## config.mk

```make
export PLATFORM = sky130hd
export DESIGN_NAME = uart_frame_tx
export DESIGN_NICKNAME = d
export VERILOG_FILES = /design/src/rtl/uart_tx_pkg.sv /design/src/rtl/uart_tx_parity.sv /design/src/rtl/uart_tx_seq.sv /design/src/rtl/uart_frame_tx.sv
export SDC_FILE = /design/constraint.sdc
export NUM_CORES = 1
export LEC_CHECK = 0
export CAP_MARGIN = 5
export CORE_MARGIN = 4
export CORE_UTILIZATION = 58
export DETAILED_ROUTE_END_ITERATION = 10
export GPL_TIMING_DRIVEN = 0
export PLACE_DENSITY = 0.84
export SYNTH_ARGS = -nofsm -noshare
export SYNTH_HDL_FRONTEND = slang
export SYNTH_SLANG_ARGS = --single-unit
```

## constraint.sdc

```tcl
create_clock -name clk -period 3.7 [get_ports clk]
set_input_delay 0.925 -clock clk [delete_from_list [all_inputs] [get_ports clk]]
set_output_delay 0.925 -clock clk [all_outputs]
set_load 0.01 [all_outputs]
```

## src/rtl/uart_tx_pkg.sv

```systemverilog
package uart_tx_pkg;

  typedef enum logic [2:0] {
    ST_IDLE  = 3'd0,
    ST_START = 3'd1,
    ST_DATA  = 3'd2,
    ST_PAR   = 3'd3,
    ST_STOP  = 3'd4
  } tx_state_t;

  typedef struct packed {
    logic [1:0] wlen;
    logic       stop_long;
    logic       par_en;
    logic       par_even;
    logic       par_stick;
  } line_fmt_t;

endpackage

```

## src/rtl/uart_tx_parity.sv

```systemverilog
module uart_tx_parity
  import uart_tx_pkg::*;
#(
  parameter int DATA_W = 8
) (
  input  logic [DATA_W-1:0] data,
  input  line_fmt_t         fmt,
  output logic              par_bit
);

  logic ones_odd;

  // XOR across the active data bits only (5 + wlen of them)
  always_comb begin
    ones_odd = 1'b0;
    for (int i = 0; i < DATA_W; i++) begin
      if (i < 5 + int'(fmt.wlen)) ones_odd = ones_odd ^ data[i];
    end
  end

  always_comb begin
    if (fmt.par_stick) par_bit = ~fmt.par_even;   // mark when 0, space when 1
    else if (fmt.par_even) par_bit = ones_odd;    // total ones even
    else par_bit = ~ones_odd;                     // total ones odd
  end

endmodule

```

## src/rtl/uart_tx_seq.sv

```systemverilog
module uart_tx_seq
  import uart_tx_pkg::*;
#(
  parameter int DATA_W = 8,
  parameter int OVS    = 16
) (
  input  logic              clk,
  input  logic              rst,
  input  logic              tick,
  input  logic              load,
  input  logic [DATA_W-1:0] data,
  input  line_fmt_t         fmt,
  input  logic              par_bit,
  input  logic              brk,
  output logic              tx,
  output logic              busy,
  output logic              slot_free
);

  localparam int IW = $clog2(DATA_W);
  localparam int CW = $clog2(2 * OVS + 1);
  localparam logic [CW-1:0] LEN_BIT  = CW'(OVS);
  localparam logic [CW-1:0] LEN_1P5  = CW'(OVS + OVS / 2);
  localparam logic [CW-1:0] LEN_TWO  = CW'(2 * OVS);

  tx_state_t      state_q, state_n;
  logic [IW-1:0]  idx_q, idx_n;
  logic [CW-1:0]  cnt_q;
  logic [CW-1:0]  phase_len;
  logic [IW-1:0]  last_idx;
  logic           phase_end;
  logic           line_n;
  logic           tx_q, busy_q;

  assign last_idx = IW'(4) + IW'(fmt.wlen);

  always_comb begin
    phase_len = LEN_BIT;
    if (state_q == ST_STOP && fmt.stop_long)
      phase_len = (fmt.wlen == 2'b00) ? LEN_1P5 : LEN_TWO;
  end

  assign phase_end = tick && (state_q != ST_IDLE) && (cnt_q == phase_len - CW'(1));
  assign slot_free = (state_q == ST_IDLE) || (state_q == ST_STOP && phase_end);

  always_comb begin
    state_n = state_q;
    idx_n   = idx_q;
    unique case (state_q)
      ST_IDLE:  if (load) state_n = ST_START;
      ST_START: if (phase_end) begin
        state_n = ST_DATA;
        idx_n   = '0;
      end
      ST_DATA:  if (phase_end) begin
        if (idx_q == last_idx) state_n = fmt.par_en ? ST_PAR : ST_STOP;
        else idx_n = idx_q + IW'(1);
      end
      ST_PAR:   if (phase_end) state_n = ST_STOP;
      ST_STOP:  if (phase_end) state_n = load ? ST_START : ST_IDLE;
      default:  state_n = ST_IDLE;
    endcase
  end

  always_comb begin
    unique case (state_n)
      ST_START: line_n = 1'b0;
      ST_DATA:  line_n = data[idx_n];
      ST_PAR:   line_n = par_bit;
      default:  line_n = 1'b1;
    endcase
  end

  always_ff @(posedge clk) begin
    if (rst) begin
      state_q <= ST_IDLE;
      idx_q   <= '0;
      cnt_q   <= '0;
      tx_q    <= 1'b1;
      busy_q  <= 1'b0;
    end else begin
      state_q <= state_n;
      idx_q   <= idx_n;
      if (phase_end || load) cnt_q <= '0;
      else if (tick && state_q != ST_IDLE) cnt_q <= cnt_q + CW'(1);
      tx_q    <= brk ? 1'b0 : line_n;
      busy_q  <= (state_n != ST_IDLE);
    end
  end

  assign tx   = tx_q;
  assign busy = busy_q;

endmodule

```

## src/rtl/uart_frame_tx.sv

```systemverilog
module uart_frame_tx
  import uart_tx_pkg::*;
#(
  parameter int DATA_W = 8,
  parameter int OVS    = 16
) (
  input  logic              clk,
  input  logic              rst,
  input  logic              tick,
  input  logic [DATA_W-1:0] in_data,
  input  logic              in_valid,
  output logic              in_ready,
  input  logic [1:0]        cfg_wlen,
  input  logic              cfg_stop,
  input  logic              cfg_par_en,
  input  logic              cfg_par_even,
  input  logic              cfg_par_stick,
  input  logic              cfg_break,
  output logic              tx,
  output logic              busy
);

  line_fmt_t         fmt_q;
  logic [DATA_W-1:0] data_q;
  logic              load;
  logic              slot_free;
  logic              par_bit;

  assign in_ready = slot_free;
  assign load     = in_valid && slot_free;

  // Frame format and character are frozen at acceptance
  always_ff @(posedge clk) begin
    if (rst) begin
      fmt_q  <= '0;
      data_q <= '0;
    end else if (load) begin
      fmt_q  <= '{wlen: cfg_wlen, stop_long: cfg_stop, par_en: cfg_par_en,
                  par_even: cfg_par_even, par_stick: cfg_par_stick};
      data_q <= in_data;
    end
  end

  uart_tx_parity #(.DATA_W(DATA_W)) u_par (
    .data    (data_q),
    .fmt     (fmt_q),
    .par_bit (par_bit)
  );

  uart_tx_seq #(.DATA_W(DATA_W), .OVS(OVS)) u_seq (
    .clk       (clk),
    .rst       (rst),
    .tick      (tick),
    .load      (load),
    .data      (data_q),
    .fmt       (fmt_q),
    .par_bit   (par_bit),
    .brk       (cfg_break),
    .tx        (tx),
    .busy      (busy),
    .slot_free (slot_free)
  );

endmodule

```

==> results of run 1 <==
==> worst max path at each step <==
stage               from       end  slack (ps)  cells past startpoint
floorplan           tick  in_ready         830                      4
global placement    tick  in_ready        -270                      6
detailed placement  tick  in_ready        -340                      6
CTS                 tick  in_ready         160                      6
global route        tick  in_ready          70                      6
finish              tick  in_ready         150                      6
==> cell type report <==
class | instances | share of cell area (%)
multi-input cells | 148 | 51.3
flip-flops and latches | 28 | 29.3
repair buffers | 22 | 11.3
plain buffers | 10 | 2.88
well taps | 30 | 1.96
clock buffers | 4 | 1.90
inverters | 7 | 1.37
==> state kept, by name, summed over array words and instances (netlist names) <==
register and cells:
u_seq.cnt_q 6, fmt_q 6, data_q 8, u_seq.state_q 3, u_seq.busy 1, u_seq.idx_q 3
u_seq.tx 1
==> through the flow <==
step           worst slack (ps)  instance area [sq um]  setup TNS, ps  std cells  hold WS (ps)
2_1_floorplan               831                   1620              0        193           445
3_3_place_gp               -274                   1870           -274        244           463
3_5_place_dp               -337                   1870           -337        244           469
4_1_cts                     156                   1910              0        249           487
5_1_grt                    67.3                   1910              0        249           513
6_report                    148                   1910              0        249           488
==> what timing repair did <==
item,4_1_cts,5_1_grt
resized for setup,3,0
setup buffers,1,0
hold buffers,0,0
endpoints found under the setup margin,1,0
==> placed cells by master, fill, tap and decap left out, types with 3 or more instances in the layout <==
master and count:
nand2_1 35, nand3_1 8, nand4_1 3, xor2_1 4
inv_1 7, clkdlybuf4s50_1 20, clkbuf_1 6, clkbuf_4 3
a21oi_1 20, nand3b_1 3, o21ai_0 3, nor3b_1 3
nor2_1 15, xnor2_1 4, dfxtp_1 28
==> tightest hold or removal path, cell delays in order, from the launching register on <==
cell and delay [ps]:
dfxtp_1 350, nand2_1 60, a21oi_1 50
==> layer usage <==
metal | vias to the layer above | wire [um] | track usage [%]
met5 | - | 0 | 0
met4 | 0 | 67 | 10.2
met3 | 7 | 174 | 3.62
met2 | 44 | 2000 | 41.7
met1 | 728 | 1590 | 26.1
li1 | 757 | - | -
==> where the power goes <==
| part | total, W | internal (W) | switching, W |
|---|---|---|---|
| sequential | 0.000324 | 0.000314 | 0.0000102 |
| combinational | 0.0000932 | 0.0000492 | 0.0000440 |
| clock | 0.000150 | 0.0000603 | 0.0000895 |
| total | 0.000567 | 0.000423 | 0.000144 |
==> logic make-up after synthesis <==
family / Yosys count / synth area share, %
AND/OR/NAND/NOR: 86 / 27.7
AO/OA/AOI/OAI: 49 / 23.4
flip-flops: 28 / 34.6
buffers and inverters: 17 / 5.02
XOR/XNOR: 10 / 7.11
adder cells (fa/ha/maj): 2 / 1.55
multiplexers: 1 / 0.618
==> metrics.csv, run 1 <==
metric,value,unit
Total Power,0.000567,W
peak supply drop,0.269,mV
"Req. time, crit path",2770,ps
Worst-Margin Slew,583,ps
syn_nets,214,
initial antenna violation count,0,
Post-synth top cells,"35 x nand2_1, 28 x dfxtp_1, 20 x a21oi_1, 15 x nor2_1, 8 x nand3_1",
Chip Width,60.8,um
Worst R2R Path Depth,9,
WHS Path Cells,2,
largest net degree at the start of global routing,16,
Clock Skews,2.49,ps
"Seq/Total Area, Yosys",34.6,%
Clock Latency Late Sink,330,ps
fraction of layout cells with a size suffix above 1,9.59,%
Synth Flop Type,dfxtp_1,
Max Freq,0.282,GHz
Lkg Pwr,0.661,nW
Post-synth EDFFs,0,
cts bufs inserted,3,
Worst EP arrival,2630,ps
dominant cells by area after synthesis,"dfxtp_1 35%, nand2_1 8.1%, a21oi_1 6.2%, nor2_1 3.5%, xnor3_1 2.8%",
Synth cell types,53,
Initial Utilization,63.1,%
hold_sp,fmt_q[0],
max incr delay on CP,490,ps
DR WL/cell,15.4,um
die height,60.8,um
HP Class,reg2reg,
Fillers,214,
Mean Syn Cell Area,8.39,sq um
"Slew Viols, Final",0,
final setup fails,0,
initial DRC count,126,
total global-route track usage,22.9,%
H-tree depth,1,
Crit Reg-Reg Endpoint,u_seq.tx,
"Max FO, Critical Path",4,
asr flop ratio synth,0,%
Fin. Hold Viols,0,
core area,2570,sq um
detailed placement HPWL,2.99,mm
Seq cells post-synth,28,
I/O pins,22,
via count,1536,
Layout Utilization,74.5,%
post-synthesis cell area,1620,sq um
global-route wire length before repair,6.36,mm
min Tclk post-route,3550,ps
reg2reg start,u_seq.state_q[1],
pwr dens,296,nW/um^2
fraction of the cycle the final worst path needs,96.0,%
status,finished clean,
Synth warnings,0,
CP max stage cell,clkdlybuf4s50_1,
Final nets,241,
area of the multi-input gates,981,sq um
Hold Path Sink,fmt_q[0],
most common cell in the netlist,nand2_1,
GP Congestion,0.933,
Cells after Synth,193,
critical-path cell list,clkdlybuf4s50_1 > o311ai_2 > a2111o_1 > o21ai_2 > and2_1 > dlygate4sd2_1,
vias per cell,6.17,
DIE AREA,3700,sq um
DRC errors left,0,
cell taking the most area after synthesis,dfxtp_1,
Post-DRT Antenna Nets,0,
ANT cells,0,
Routed WL,3.84,mm
FF/Latch Area,561,sq um
Critical Path End Type,output port,
CTS sink cnt,28,
Max clock buf depth,2,
placement row count,18,
grt ovf,0,
"CP delay by family, top",compound AO/OA/AOI/OAI gates,
vias in the first global route,1454,
DRT Pass-1 Iters,4,
reg2reg setup slack,870,ps
Yosys top cell area share,34.6,%
TritonCTS clock tree,done,
Slew HR,61.1,%
crit path launch type,input port,
clk root buf,clkbuf_4,
number of port buffers,21,
P&R area growth vs syn,18.2,%
Clock transition at path regs,140,ps
Max-cap violations,0,
RSZ-0062 raised after global routing,no,
worst path bufs/invs,2,
critical path class,in2out,
(Power assumes the default switching activity.)
==> inputs of run 2 (changes only) <==
==> constraint.sdc (replaced) <==
create_clock -name clk -period 3.7 [get_ports clk]
set_input_delay 0.925 -clock clk [delete_from_list [all_inputs] [get_ports clk]]
set_output_delay 0.925 -clock clk [all_outputs]
set_load 0.05 [all_outputs]
==> run 2 against run 1 <==
Sequential power hardly changed. Sequential share of layout area is 0.12 points higher. Global-route usage about the same. Largest power group unchanged. Critical endpoint unchanged. Core utilization down 0.29 points. Via count is 1.4% lower. Wire length up 0.73%. Highest routed layer unchanged.
==> metrics.csv, run 2 (synthesized netlist as in run 1, its figures left out) <==
metric,value,unit,change
status,finished clean,,
DRC errors left,0,,unchanged
H-tree depth,1,,unchanged
fraction of the cycle the final worst path needs,96.7,%,+0.69 points
WL met2,1.98,mm,-1.4%
Clock transition at path regs,150,ps,about the same
global-route wire length before repair,6.35,mm,-0.11%
clk root buf,clkbuf_4,,
Crit Reg-Reg Endpoint,u_seq.tx,,
initial DRC count,134,,+6.3%
DR WL/cell,15.5,um,+0.73%
Total Power,0.000579,W,+2.1%
ANT cells,0,,unchanged
Clock Skews,0.947,ps,-1.54 ps
initial antenna violation count,0,,unchanged
number of port buffers,21,,unchanged
Slew HR,61.9,%,+0.86 points
Routed WL,3.87,mm,+0.73%
vias in the first global route,1448,,-0.41%
cts bufs inserted,3,,unchanged
"commonest cells after routing, fill and taps aside","35 x nand2_1, 28 x dfxtp_1, 20 x a21oi_1, 20 x clkdlybuf4s50_1, 15 x nor2_1",,
"Max FO, Critical Path",4,,unchanged
"Slew Viols, Final",0,,unchanged
Post-DRT Antenna Nets,0,,unchanged
placement row count,18,,unchanged
Worst R2R Path Depth,9,,unchanged
reg2reg setup slack,890,ps,+20 ps
HP Class,reg2reg,,
Max Freq,0.280,GHz,-0.71%
peak supply drop,0.274,mV,+2.1%
post-route design area,1910,sq um,-0.39%
Max clock buf depth,2,,unchanged
dpl cell area,1870,sq um,unchanged
Chip Width,60.8,um,unchanged
CTS sink cnt,28,,unchanged
max reg flops,8,,unchanged
P&R area growth vs syn,17.7,%,
die height,60.8,um,unchanged
Max-cap violations,0,,unchanged
Worst-Margin Slew,570,ps,-12.8 ps
DRT Pass-1 Iters,4,,unchanged
fraction of layout cells with a size suffix above 1,9.59,%,unchanged
TritonCTS clock tree,done,,
Post-Place Worst Slack,-605,ps,-267 ps
"Most flops, register",data_q,,
total global-route track usage,22.9,%,-0.044 points
Final nets,241,,unchanged
min Tclk post-route,3580,ps,+25.4 ps
grt ovf,0,,unchanged
DRT met1 WL,1.64,mm,+2.8%
Initial Utilization,63.1,%,unchanged
Setup crit start,tick,,
largest net degree at the start of global routing,16,,unchanged
crit path launch type,input port,,
via count,1515,,-1.4%
I/O pins,22,,unchanged
detailed placement HPWL,2.99,mm,unchanged
GP Congestion,0.933,,unchanged
Clock Latency Late Sink,340,ps,about the same
CP Capture Point,in_ready,,
Highest Signal Layer,met4,,
reg2reg start,u_seq.state_q[1],,
DIE AREA,3700,sq um,unchanged
core area,2570,sq um,unchanged
Worst EP arrival,2650,ps,+20 ps
registers with the most flip-flops,"data_q x8, fmt_q x6, u_seq.cnt_q x6",,
final setup fails,0,,unchanged
"Req. time, crit path",2770,ps,about the same
Lkg Pwr,0.660,nW,-0.21%
RSZ-0062 raised after global routing,no,,
Final WS setup,123,ps,-25.4 ps
met3 routed WL,168,um,-3.4%
vias per cell,6.08,,-1.4%
Critical Path End Type,output port,,
final cell count without fillers,249,,unchanged
pwr dens,304,nW/um^2,+2.5%
"most common cell after layout, fill and taps aside",nand2_1,,
placed cells,244,,unchanged
Fin. Hold Viols,0,,unchanged
critical path class,in2out,,
[run 2: layout make-up]
class / count / area (sq um)
Multi-Input combinational cell: 148 / 977
Tap cell: 30 / 37.5
Clock buffer: 4 / 36.3
Sequential cell: 28 / 561
Timing Repair Buffer: 22 / 213
Inverter: 7 / 26.3
Buffer: 10 / 55.1
Fill cell: 217 / 662
[run 2: worst max-delay path, cell delays in order]
cell and delay, ps:
clkdlybuf4s50_1 490, o311ai_2 170, a2111o_1 410, o21ai_1 220, and2_1 170, buf_2 260
[run 2: what timing repair did]
action / CTS / global route
setup endpoints to repair: 1 / 1
gates resized for setup: 4 / 2
buffers inserted: 1 / 0
hold buffers: 0 / 0
pin swaps: 1 / 0
[run 2: report_power, final]
| group | internal (W) | leakage, nW | switching (W) |
|---|---|---|---|
| clock network | 0.0000605 | 0.0210 | 0.0000937 |
| logic | 0.0000490 | 0.410 | 0.0000518 |
| registers | 0.000314 | 0.229 | 0.0000103 |
[run 2: worst min-delay path by stage]
stage                end       from  cells after the start
3_5_place_dp    fmt_q[0]   fmt_q[0]                      2
6_report        fmt_q[0]   fmt_q[0]                      2
3_3_place_gp   data_q[1]  data_q[1]                      2
2_1_floorplan   fmt_q[3]   fmt_q[3]                      2
4_1_cts         fmt_q[0]   fmt_q[0]                      2
5_1_grt         fmt_q[1]   fmt_q[1]                      2
[run 2: layer usage]
layer | track usage, % | vias to the layer above
met4 | 10.2 | 0
met5 | 0 | -
li1 | - | 756
met2 | 41.8 | 39
met1 | 25.9 | 711
met3 | 3.40 | 9
[run 2: per-stage QoR]
stage	setup TNS, ps	hold WS [ps]	util (%)
2_1_floorplan	0	445	-
3_3_place_gp	-541	463	72.7
3_5_place_dp	-605	469	72.7
4_1_cts	0	487	74.5
5_1_grt	0	513	74.2
6_report	0	486	74.2
